--- src/rtl/sp_pkg.sv ---
package sp_pkg;

    localparam int MODE_W    = 2;
    localparam int NUM_MODES = 1 << MODE_W;

    typedef enum logic [MODE_W-1:0] {
        GRP_PASS = 2'd0,
        GRP_BYTE = 2'd1,
        GRP_HALF = 2'd2,
        GRP_WORD = 2'd3
    } grp_mode_e;

    // width of one packed value under a grouping mode
    function automatic int elem_width(input int mode, input int nc, input int cw);
        if (mode == int'(GRP_BYTE)) return cw;
        if (mode == int'(GRP_HALF)) return 2 * cw;
        return nc * cw;
    endfunction

    // application bit that feeds bus bit d under a grouping mode
    function automatic int src_bit(input int mode, input int d, input int nc, input int cw);
        int e;
        int s;
        int k;
        int p;
        if (mode == int'(GRP_PASS)) return d;
        e = elem_width(mode, nc, cw);
        s = e / nc;
        k = d / cw;
        p = d % cw;
        return (p / s) * e + k * s + (p % s);
    endfunction

endpackage

--- src/rtl/sp_lane_net.sv ---
module sp_lane_net #(
    parameter int NC      = 4,
    parameter int CW      = 8,
    parameter bit INVERSE = 1'b0
) (
    input  logic [sp_pkg::MODE_W-1:0] mode,
    input  logic [NC*CW-1:0]          din,
    output logic [NC*CW-1:0]          dout
);
    localparam int DW = NC * CW;
    localparam int NM = sp_pkg::NUM_MODES;

    logic [NM-1:0][DW-1:0] alt;

    for (genvar m = 0; m < NM; m++) begin : g_mode
        for (genvar d = 0; d < DW; d++) begin : g_bit
            localparam int SRC = sp_pkg::src_bit(m, d, NC, CW);
            if (INVERSE) begin : g_gather
                assign alt[m][SRC] = din[d];
            end else begin : g_scatter
                assign alt[m][d] = din[SRC];
            end
        end
    end

    assign dout = alt[mode];

endmodule

--- src/rtl/sig_bit_permuter.sv ---
module sig_bit_permuter #(
    parameter int NUM_CHIPS = 4,
    parameter int CHIP_W    = 8,
    parameter bit OUT_REG   = 1'b1
) (
    input  logic                      clk,
    input  logic                      rst_n,
    input  logic [sp_pkg::MODE_W-1:0] app_wmode,
    input  logic [NUM_CHIPS*CHIP_W-1:0] app_wdata,
    output logic [NUM_CHIPS*CHIP_W-1:0] dram_wdata,
    input  logic [sp_pkg::MODE_W-1:0] app_rmode,
    input  logic [NUM_CHIPS*CHIP_W-1:0] dram_rdata,
    output logic [NUM_CHIPS*CHIP_W-1:0] app_rdata
);
    localparam int DW = NUM_CHIPS * CHIP_W;
    localparam int SB = CHIP_W / NUM_CHIPS;
    localparam int SH = 2 * CHIP_W / NUM_CHIPS;
    localparam int TOP = (NUM_CHIPS - 1) * CHIP_W;

    typedef struct packed {
        logic [DW-1:0] wdata;
        logic [DW-1:0] rdata;
    } stage_t;

    logic [DW-1:0] wr_perm;
    logic [DW-1:0] rd_perm;
    stage_t        stage_d;
    stage_t        stage_q;

    sp_lane_net #(.NC(NUM_CHIPS), .CW(CHIP_W), .INVERSE(1'b0)) u_wr_net (
        .mode (app_wmode),
        .din  (app_wdata),
        .dout (wr_perm)
    );

    sp_lane_net #(.NC(NUM_CHIPS), .CW(CHIP_W), .INVERSE(1'b1)) u_rd_net (
        .mode (app_rmode),
        .din  (dram_rdata),
        .dout (rd_perm)
    );

    always_comb begin
        stage_d       = stage_q;
        stage_d.wdata = wr_perm;
        stage_d.rdata = rd_perm;
    end

    if (OUT_REG) begin : g_reg
        logic armed_q;

        always_ff @(posedge clk or negedge rst_n) begin
            if (!rst_n) begin
                stage_q <= '0;
                armed_q <= 1'b0;
            end else begin
                stage_q <= stage_d;
                armed_q <= 1'b1;
            end
        end

        // outputs clear while reset is held
        p_reset_clear_r1: assert property (@(posedge clk)
            !rst_n |=> (dram_wdata == '0 && app_rdata == '0));

        // pass-through mode in both directions, one cycle later
        p_pass_wr_r2: assert property (@(posedge clk) disable iff (!rst_n)
            (armed_q && $past(app_wmode) == sp_pkg::GRP_PASS) |-> dram_wdata == $past(app_wdata));
        p_pass_rd_r2: assert property (@(posedge clk) disable iff (!rst_n)
            (armed_q && $past(app_rmode) == sp_pkg::GRP_PASS) |-> app_rdata == $past(dram_rdata));

        // single 32-bit value lands in natural order
        p_word_wr_r6: assert property (@(posedge clk) disable iff (!rst_n)
            (armed_q && $past(app_wmode) == sp_pkg::GRP_WORD) |-> dram_wdata == $past(app_wdata));

        for (genvar j = 0; j < NUM_CHIPS; j++) begin : g_byte_chk
            // low weight bits of every byte in chip 0
            p_byte_chip0_r3: assert property (@(posedge clk) disable iff (!rst_n)
                (armed_q && $past(app_wmode) == sp_pkg::GRP_BYTE) |->
                dram_wdata[j*SB +: SB] == $past(app_wdata[j*CHIP_W +: SB]));
            // high weight bits of every byte in the top chip
            p_byte_chip3_r4: assert property (@(posedge clk) disable iff (!rst_n)
                (armed_q && $past(app_wmode) == sp_pkg::GRP_BYTE) |->
                dram_wdata[TOP + j*SB +: SB] == $past(app_wdata[j*CHIP_W + CHIP_W - SB +: SB]));
        end

        for (genvar j = 0; j < 2; j++) begin : g_half_chk
            // top slice of each halfword in the top chip
            p_half_chip3_r5: assert property (@(posedge clk) disable iff (!rst_n)
                (armed_q && $past(app_wmode) == sp_pkg::GRP_HALF) |->
                dram_wdata[TOP + j*SH +: SH] == $past(app_wdata[j*2*CHIP_W + 2*CHIP_W - SH +: SH]));
        end
    end else begin : g_comb
        assign stage_q = stage_d;
    end

    assign dram_wdata = stage_q.wdata;
    assign app_rdata  = stage_q.rdata;

endmodule

--- config.mk ---
export PLATFORM = sky130hd
export DESIGN_NAME = sig_bit_permuter
export DESIGN_NICKNAME = d
export VERILOG_FILES = /design/src/rtl/sp_pkg.sv /design/src/rtl/sp_lane_net.sv /design/src/rtl/sig_bit_permuter.sv
export SDC_FILE = /design/constraint.sdc
export NUM_CORES = 1
export LEC_CHECK = 0
export ABC_AREA = 1
export BUFFER_PORTS_ARGS = -buffer_cell sky130_fd_sc_hd__buf_2
export CAP_MARGIN = 5
export CORE_MARGIN = 2
export CORE_UTILIZATION = 30
export DETAILED_ROUTE_END_ITERATION = 16
export PLACE_DENSITY = 0.55
export SLEW_MARGIN = 0
export SYNTH_ARGS = -nofsm -noshare
export SYNTH_HDL_FRONTEND = slang
export SYNTH_SLANG_ARGS = --single-unit
--- constraint.sdc ---
create_clock -name clk -period 0.8 [get_ports clk]
set_input_delay 0.04 -clock clk [delete_from_list [all_inputs] [get_ports clk]]
set_output_delay 0.04 -clock clk [all_outputs]
set_load 0.01 [all_outputs]
==> impl_metrics.csv, run 1 <==
group,metric,value,unit
cts,root_buffer,"clkbuf_8",
drt,vias,3298,
worst_setup_path,cp.depth,1,
status,outcome,"finished, violations left",
cells_and_area,seqCellArea,0.00160,mm2
synth,yosysWarnings,0,
sta,hold_viol,0,
sta,fin_crit_sh,111,%
cells_and_area,fin_util,46.6,%
sta,slew_viol_final,0,
cells_and_area,drive_gt1_share,27.6,%
cts,cts_made_buffers,9,
die,coreArea,0.0102,mm2
global_route,grt_overflow,0,
pwr,p_leak,0.00283,uW
synth,synth-seq-area-share,51.7,%
die,rows,37,
pwr,power,8130,uW
synth,syn_area,0.00310,mm2
global_route,gr-usage-all-layers,16.2,%
global_route,grt_pass1_wl,14.4,mm
cts,clock-sinks,64,
die,start_util,30.4,%
drt,first_iter_violations,133,
synth,synth-seq-cells,64,
cells_and_area,area_growth,53.2,%
global_route,grt_pass1_vias,2981,
place,gp_congestion,0.890,
cts,postCtsSetupBuffers,0,
sta,worst_slack,-0.0909,ns
worst_setup_path,critPathLaunchType,"flop",
drt,dr.pass1.iters,6,
cells_and_area,diodes,0,
cts,cts_max_level,3,
cts,cts_buffer_depth,2,
die,die_h,106,um
drt,wl_per_cell,12.0,um
synth,syn_area_per_cell,7.12,um2
worst_setup_path,worst_ep_arrival_time,0.85,ns
die,io_pins,134,
hold_path,worst_hold_path.endpoint,"app_rdata[15]$_DFF_PN0_",
cts,cts_tree,"done",
worst_setup_path,cp_top_family,"flip-flops",
worst_setup_path,worstPathMaxFanout,1,
worst_setup_path,path_buf_inv,1,
worst_setup_path,cp.required,0.76,ns
cts,clk_pin_slew_worst_paths,0.07,ns
synth,synth.distinct_cells,12,
drt,routed_wirelength,9.19,mm
drt,via_per_inst,4.32,
worst_setup_path,crit_path_top_delay_cell,"dfrtp_1",
pwr,p_per_area,1720,mW/mm2
flow_run,max-cap-violations,0,
synth,synth.net_count,505,
place,io_buffers,133,
synth,postSynthCellCount,435,
cells_and_area,nNetsFinal,693,
drt,drc,0,
worst_setup_path,crit_chain,"buf_2",
global_route,antenna_found_initial,0,
die,die_w,106,um
sta,period_minus_slack,0.891,ns
sta,setup_viol,64,
status,violations,"setup timing",
sta,rsz0062_at_grt,"true",
drt,antenna_left,0,
sta,relSlewSlack,85.7,%
hold_path,whs_path_depth,4,
worst_setup_path,max_stage_delay,0.38,ns
cells_and_area,nFillCells,1046,
place,dp_hpwl,6.58,mm
cells_and_area,finalNonFillerCells,763,
place,dp.cells,701,
hold_path,hold_start,"app_rmode[1]",
pwr,ir_drop,0.913,mV
cells_and_area,multi_input_area,0.00129,mm2
die,die_area,0.0111,mm2
worst_setup_path,path_class,"reg -> out",
hold_path,hold_class,"in -> reg",
sta,tightestPinTransition,0.214,ns
sta,max_freq,1.12,GHz
global_route,grt_max_degree,37,
worst_setup_path,endpoint_kind,"primary output",
placed cells by master (no fill, tap or decap):
cell type	n
nor2_2	1
nand2_4	2
buf_4	10
nand2_1	295
buf_2	124
clkinv_2	3
inv_2	4
bufinv_16	1
buf_6	9
nand2_2	2
buf_12	7
dfrtp_1	64
clkbuf_8	10
clkbuf_1	1
o21ai_1	1
dlygate4sd3_1	47
nand3_1	28
inv_1	18
cells by family (layout without fill, tap and decap cells):
group / Yosys count / count (layout) / synth area share [%]
simple gates: 328 / 328 / 41.6
flops: 64 / 64 / 51.7
buf+inv: 42 / 234 / 6.55
compound gates: 1 / 1 / 0.162
routing by layer:
| metal | wire length, um | GRT usage, % | up-vias |
|---|---|---|---|
| met5 | 0 | 0 | - |
| met4 | 204 | 6.48 | 0 |
| met3 | 470 | 2.60 | 20 |
| met2 | 4400 | 26.2 | 104 |
| met1 | 4110 | 21.6 | 1490 |
| li1 | - | - | 1684 |
worst max-delay path by stage:
stage | start | to | slack, ns
finish | app_rdata[15]$_DFF_PN0_ | app_rdata[15] | -0.09
global route | dram_wdata[13]$_DFF_PN0_ | dram_wdata[13] | -0.12
CTS | app_rdata[23]$_DFF_PN0_ | app_rdata[23] | -0.11
detailed placement | app_wmode[0] | dram_wdata[15]$_DFF_PN0_ | -0.02
global placement | app_wmode[0] | dram_wdata[24]$_DFF_PN0_ | 0.01
floorplan | app_wmode[0] | dram_wdata[26]$_DFF_PN0_ | 0.09
sequential cells by signal, indices dropped and copies added, names as in the netlist:
| name | count |
|---|---|
| app_rdata | 32 |
| dram_wdata | 32 |
per-stage QoR:
step	instance area, um2	setup slack [ns]	hold WS (ns)	setup TNS [ns]
after floorplan	3100	0.0911	-0.256	0
after global placement	4030	0.0134	-0.117	0
after detailed placement	4030	-0.0245	-0.111	-0.0245
after CTS	4720	-0.108	0.0276	-5.29
after global routing	4740	-0.121	0.0418	-6.33
final	4740	-0.0909	0.0407	-4.18
synth_stat cells (all sizes together):
cell type / count / share of area (%)
dfrtp: 64 / 52
nor2: 1 / 0.20
buf: 20 / 3.9
inv: 22 / 2.7
o21ai: 1 / 0.16
nand2: 299 / 37
nand3: 28 / 4.5
cell type report:
class / instances / area share (%)
multi-input cells: 329 / 27.3
flip-flops and latches: 64 / 33.8
clock buffers: 11 / 2.98
well taps: 136 / 3.59
clock inverters: 4 / 0.950
inverters: 22 / 1.74
repair buffers: 197 / 29.7
power breakdown:
| group | switching, uW | internal [uW] | leakage [uW] |
|---|---|---|---|
| Combinational | 983 | 837 | 0.00196 |
| Sequential | 79.1 | 3510 | 0.000768 |
| Clock | 1230 | 1490 | 0.0000989 |
| Total | 2300 | 5840 | 0.00283 |
timing repair:
item                                    in CTS  in global routing
hold buffers                                47                  0
pin swaps                                    0                  0
hold endpoints to repair                    92                  0
endpoints found under the setup margin      64                 65
gates resized for setup                      8                  4
No activity file was read; power rests on OpenSTA's default activity.
==> inputs of run 2 (changes only) <==
--- a/config.mk
+++ b/config.mk
@@ -16,3 +16,4 @@
 export SYNTH_ARGS = -nofsm -noshare
 export SYNTH_HDL_FRONTEND = slang
 export SYNTH_SLANG_ARGS = --single-unit
+export TNS_END_PERCENT = 1
==> impl_metrics.csv, run 2 (synthesis results as in run 1) <==
group,metric,value,unit
status,outcome,"finished, violations left",
status,violations,"setup timing",
sta,period_minus_slack,0.891,ns
cells_and_area,area_growth,53.0,%
die,die_w,106,um
die,die_area,0.0111,mm2
global_route,grt_overflow,0,
cts,cts_tree,"done",
hold_path,whs_path_depth,4,
pwr,p_leak,0.00282,uW
worst_setup_path,startpoint,"app_rdata[15]$_DFF_PN0_",
place,io_buffers,133,
pwr,internal_power,5830,uW
die,coreArea,0.0102,mm2
flow_run,max-cap-violations,0,
sta,tightestPinTransition,0.214,ns
pwr,ir_drop,0.913,mV
cts,cts_max_level,3,
cells_and_area,fin_util,46.5,%
drt,antenna_left,0,
sta,relSlewSlack,85.7,%
sta,hold_viol,0,
pwr,p_sw,2300,uW
worst_setup_path,path_class,"reg -> out",
die,die_h,106,um
worst_setup_path,crit_chain,"buf_2",
drt,first_iter_violations,133,
cts,clk_pin_slew_worst_paths,0.07,ns
drt,via_per_inst,4.32,
global_route,grt_pass1_vias,2981,
cts,cts_made_buffers,9,
worst_setup_path,path_buf_inv,1,
worst_setup_path,cp.depth,1,
worst_setup_path,worst_ep_arrival_time,0.85,ns
global_route,grt_max_degree,37,
worst_setup_path,max_stage_delay,0.38,ns
sta,worst_slack,-0.0911,ns
hold_path,hold_start,"app_rmode[1]",
cells_and_area,diodes,0,
cells_and_area,nNetsFinal,693,
cells_and_area,drive_gt1_share,27.6,%
pwr,seqPwrFrac,44.1,%
cts,postCtsSetupBuffers,0,
die,io_pins,134,
place,dp_hpwl,6.58,mm
sta,fin_crit_sh,111,%
pwr,clkPwrFrac,33.6,%
sta,rsz0062_at_grt,"true",
hold_path,hold_class,"in -> reg",
drt,dr.pass1.iters,6,
global_route,gr-usage-all-layers,16.2,%
pwr,swShare,28.2,%
drt,vias,3297,
cells_and_area,final_cell_mix,"nand2_1, buf_2, dfrtp_1",
sta,slew_viol_final,0,
pwr,p_comb_share,22.3,%
sta,finalSetupTns,-4.19,ns
sta,max_freq,1.12,GHz
die,start_util,30.4,%
worst_setup_path,cp.required,0.76,ns
cells_and_area,final_common_cell,"nand2_1",
worst_setup_path,crit_path_top_delay_cell,"dfrtp_1",
cts,cts_buffer_depth,2,
sta,setup_viol,64,
place,gp_congestion,0.890,
cts,clock-sinks,64,
drt,wl_per_cell,12.0,um
global_route,antenna_found_initial,0,
drt,routed_wirelength,9.19,mm
drt,drc,0,
worst_setup_path,cp_top_family,"flip-flops",
worst_setup_path,critPathLaunchType,"flop",
worst_setup_path,endpoint_kind,"primary output",
die,rows,37,
worst_setup_path,worstPathMaxFanout,1,
global_route,grt_pass1_wl,14.3,mm
pwr,p_per_area,1720,mW/mm2
cts,root_buffer,"clkbuf_8",
## run 2: changes by cell type in the layout (fill, tap and decap cells not counted)
cell	change
buf_2	+1
buf_6	-1
## run 2: path summary, 6_finish.rpt
path / slack [ns] / endpoint
max in group asynchronous: 0.28 / app_rdata[24]$_DFF_PN0_
worst max-delay path: -0.09 / app_rdata[15]
worst min-delay path: 0.04 / app_rdata[15]$_DFF_PN0_
min in group asynchronous: 0.09 / app_rdata[29]$_DFF_PN0_
## run 2: final cells by class
class | instances | area [um2]
Clock buffer | 11 | 141
Clock inverter | 4 | 45.0
Fill cell | 1048 | 5450
Inverter | 22 | 82.6
Multi-Input combinational cell | 329 | 1290
Sequential cell | 64 | 1600
Tap cell | 136 | 170
Timing Repair Buffer | 197 | 1400
## run 2: through the flow
step | cells | area, um2 | worst slack (ns) | hold WS [ns] | power [uW]
after floorplan | 435 | 3100 | 0.0911 | -0.256 | 4430
after global placement | 701 | 4030 | 0.0134 | -0.117 | 5220
after detailed placement | 701 | 4030 | -0.0245 | -0.111 | 5240
after CTS | 763 | 4710 | -0.108 | 0.0276 | 8230
after global routing | 763 | 4740 | -0.121 | 0.0418 | 8600
final | 763 | 4740 | -0.0911 | 0.0405 | 8130
## run 2: per-layer routing
layer	track usage (%)	part of all wire, %	vias up
met5	0	0	-
met4	6.48	2.2	0
met3	2.35	4.8	20
met2	26.1	48	104
met1	21.8	45	1489
li1	-	-	1684
## run 2: timing repair
action,4_1_cts,5_1_grt
hold buffers,47,0
endpoints found under the setup margin,64,65
resized for setup,4,5
hold endpoints to repair,92,0
## run 2: power by group through the flow
stage          clock network [uW]  logic (uW)  registers (uW)
6_report                     2730        1820            3590
3_3_place_gp                    0        1590            3640
2_1_floorplan                   0         636            3800
4_1_cts                      2850        1800            3580
3_5_place_dp                    0        1600            3640
5_1_grt                      2980        2010            3610
==> inputs of run 3 (changes only) <==
--- a/config.mk
+++ b/config.mk
@@ -7,8 +7,6 @@
 export LEC_CHECK = 0
 export ABC_AREA = 1
 export BUFFER_PORTS_ARGS = -buffer_cell sky130_fd_sc_hd__buf_2
-export CAP_MARGIN = 5
-export CORE_MARGIN = 2
 export CORE_UTILIZATION = 30
 export DETAILED_ROUTE_END_ITERATION = 16
 export PLACE_DENSITY = 0.55
==> impl_metrics.csv, run 3 (synthesis results as in run 1) <==
group,metric,value,unit
cts,clk_pin_slew_worst_paths,0.08,ns
worst_setup_path,crit_chain,"buf_6",
sta,setup_viol,64,
cells_and_area,final_cell_mix,"nand2_1, buf_2, dfrtp_1",
cts,cts_tree,"done",
global_route,grt_max_degree,37,
drt,via_per_inst,4.40,
worst_setup_path,crit_path_top_delay_cell,"dfrtp_1",
cells_and_area,diodes,0,
sta,fin_crit_sh,115,%
cells_and_area,fin_area,0.00476,mm2
drt,first_iter_violations,113,
drt,antenna_left,0,
die,die_area,0.0107,mm2
sta,relSlewSlack,82.9,%
place,pre_cts_ws,0.0184,ns
worst_setup_path,worst_ep_arrival_time,0.88,ns
global_route,gr-usage-all-layers,17.3,%
worst_setup_path,path_buf_inv,1,
drt,vias,3374,
cells_and_area,nFillCells,986,
cells_and_area,area_growth,53.8,%
die,coreArea,0.00991,mm2
cts,postCtsSetupBuffers,0,
hold_path,hold_class,"in -> reg",
cells_and_area,final_common_cell,"nand2_1",
die,die_h,104,um
pwr,ir_drop,0.780,mV
sta,slew_viol_final,0,
place,dp_hpwl,6.45,mm
sta,max_freq,1.09,GHz
sta,worst_slack,-0.117,ns
cells_and_area,drive_gt1_share,28.5,%
drt,drc,0,
worst_setup_path,worstPathMaxFanout,1,
global_route,grt_pass1_wl,14.8,mm
drt,wl_per_cell,12.2,um
status,violations,"setup timing",
worst_setup_path,cp_top_family,"flip-flops",
worst_setup_path,endpoint_kind,"primary output",
worst_setup_path,max_stage_delay,0.41,ns
cts,cts_buffer_depth,2,
cts,cts_made_buffers,9,
place,place_area,0.00406,mm2
pwr,p_leak,0.00285,uW
place,io_buffers,133,
sta,period_minus_slack,0.917,ns
cts,cts_max_level,3,
sta,hold_viol,0,
status,outcome,"finished, violations left",
die,io_pins,134,
global_route,grt_overflow,0,
cells_and_area,nNetsFinal,699,
pwr,p_per_area,1730,mW/mm2
sta,rsz0062_at_grt,"true",
flow_run,max-cap-violations,0,
die,rows,36,
die,start_util,31.2,%
cts,root_buffer,"clkbuf_8",
worst_setup_path,critPathLaunchType,"flop",
drt,routed_wirelength,9.36,mm
cts,clock-sinks,64,
place,gp_congestion,0.878,
worst_setup_path,path_class,"reg -> out",
die,die_w,104,um
global_route,antenna_found_initial,0,
worst_setup_path,cp.required,0.76,ns
drt,dr.pass1.iters,6,
global_route,grt_pass1_vias,3128,
sta,tightestPinTransition,0.256,ns
==> run 3: changes by cell type in the layout (fill, tap and decap cells not counted), sizes merged <==
cell / before / now
buf: 150 / 157
clkinvlp: 0 / 1
dlygate4sd3: 47 / 46
==> run 3: area by class of cell <==
| cell class | instances | area (um2) | area share [%] |
|---|---|---|---|
| inverter | 22 | 82.6 | 1.73 |
| timing repair buffer | 203 | 1420 | 29.8 |
| sequential | 64 | 1600 | 33.6 |
| multi-input combinational | 329 | 1290 | 27.2 |
| tap | 133 | 166 | 3.50 |
| clock buffer | 11 | 141 | 2.97 |
| clock inverter | 5 | 56.3 | 1.18 |
==> run 3: tightest hold or removal path, stage by stage <==
cell and delay [ns]:
buf_2 0.10, nand2_1 0.05, nand2_1 0.05, nand2_1 0.04, nand2_1 0.04
==> run 3: where the power goes <==
group / internal [uW] / leakage [uW] / total (uW) / switching [uW]
logic: 833 / 0.00198 / 1820 / 989
registers: 3510 / 0.000768 / 3580 / 77.8
clock network: 1520 / 0.0000993 / 2820 / 1300
==> run 3: stage by stage <==
| stage | util (%) | hold WS (ns) | power [uW] | TNS, ns | cells |
|---|---|---|---|---|---|
| floorplan | - | -0.256 | 4430 | 0 | 435 |
| global placement | 41.0 | -0.0754 | 5230 | 0 | 705 |
| detailed placement | 41.0 | -0.0732 | 5250 | 0 | 705 |
| CTS | 47.8 | 0.00105 | 8310 | -5.91 | 767 |
| global route | 48.0 | 0.0392 | 8670 | -7.12 | 767 |
| finish | 48.0 | 0.0209 | 8230 | -4.62 | 767 |
==> run 3: metal layers <==
layer	up-vias	wire, um	global-route usage [%]
met5	-	0	0
met4	0	264	9.73
met3	25	421	3.15
met2	127	4370	27.1
met1	1521	4300	22.6
li1	1701	-	-
==> run 3: path summary, 6_finish.rpt <==
path / from / endpoint / slack [ns] / depth (start not counted)
hold / removal: app_wdata[29] / dram_wdata[23]$_DFF_PN0_ / 0.02 / 5
max in group asynchronous: rst_n / app_rdata[24]$_DFF_PN0_ / 0.21 / 3
min in group asynchronous: rst_n / dram_wdata[7]$_DFF_PN0_ / 0.11 / 2
setup / recovery: dram_wdata[23]$_DFF_PN0_ / dram_wdata[23] / -0.12 / 1
==> run 3: repair_timing <==
item | 4_1_cts | 5_1_grt
hold buffers | 46 | 0
setup endpoints to repair | 64 | 65
endpoints found under the hold margin | 94 | 0
resized for setup | 3 | 4
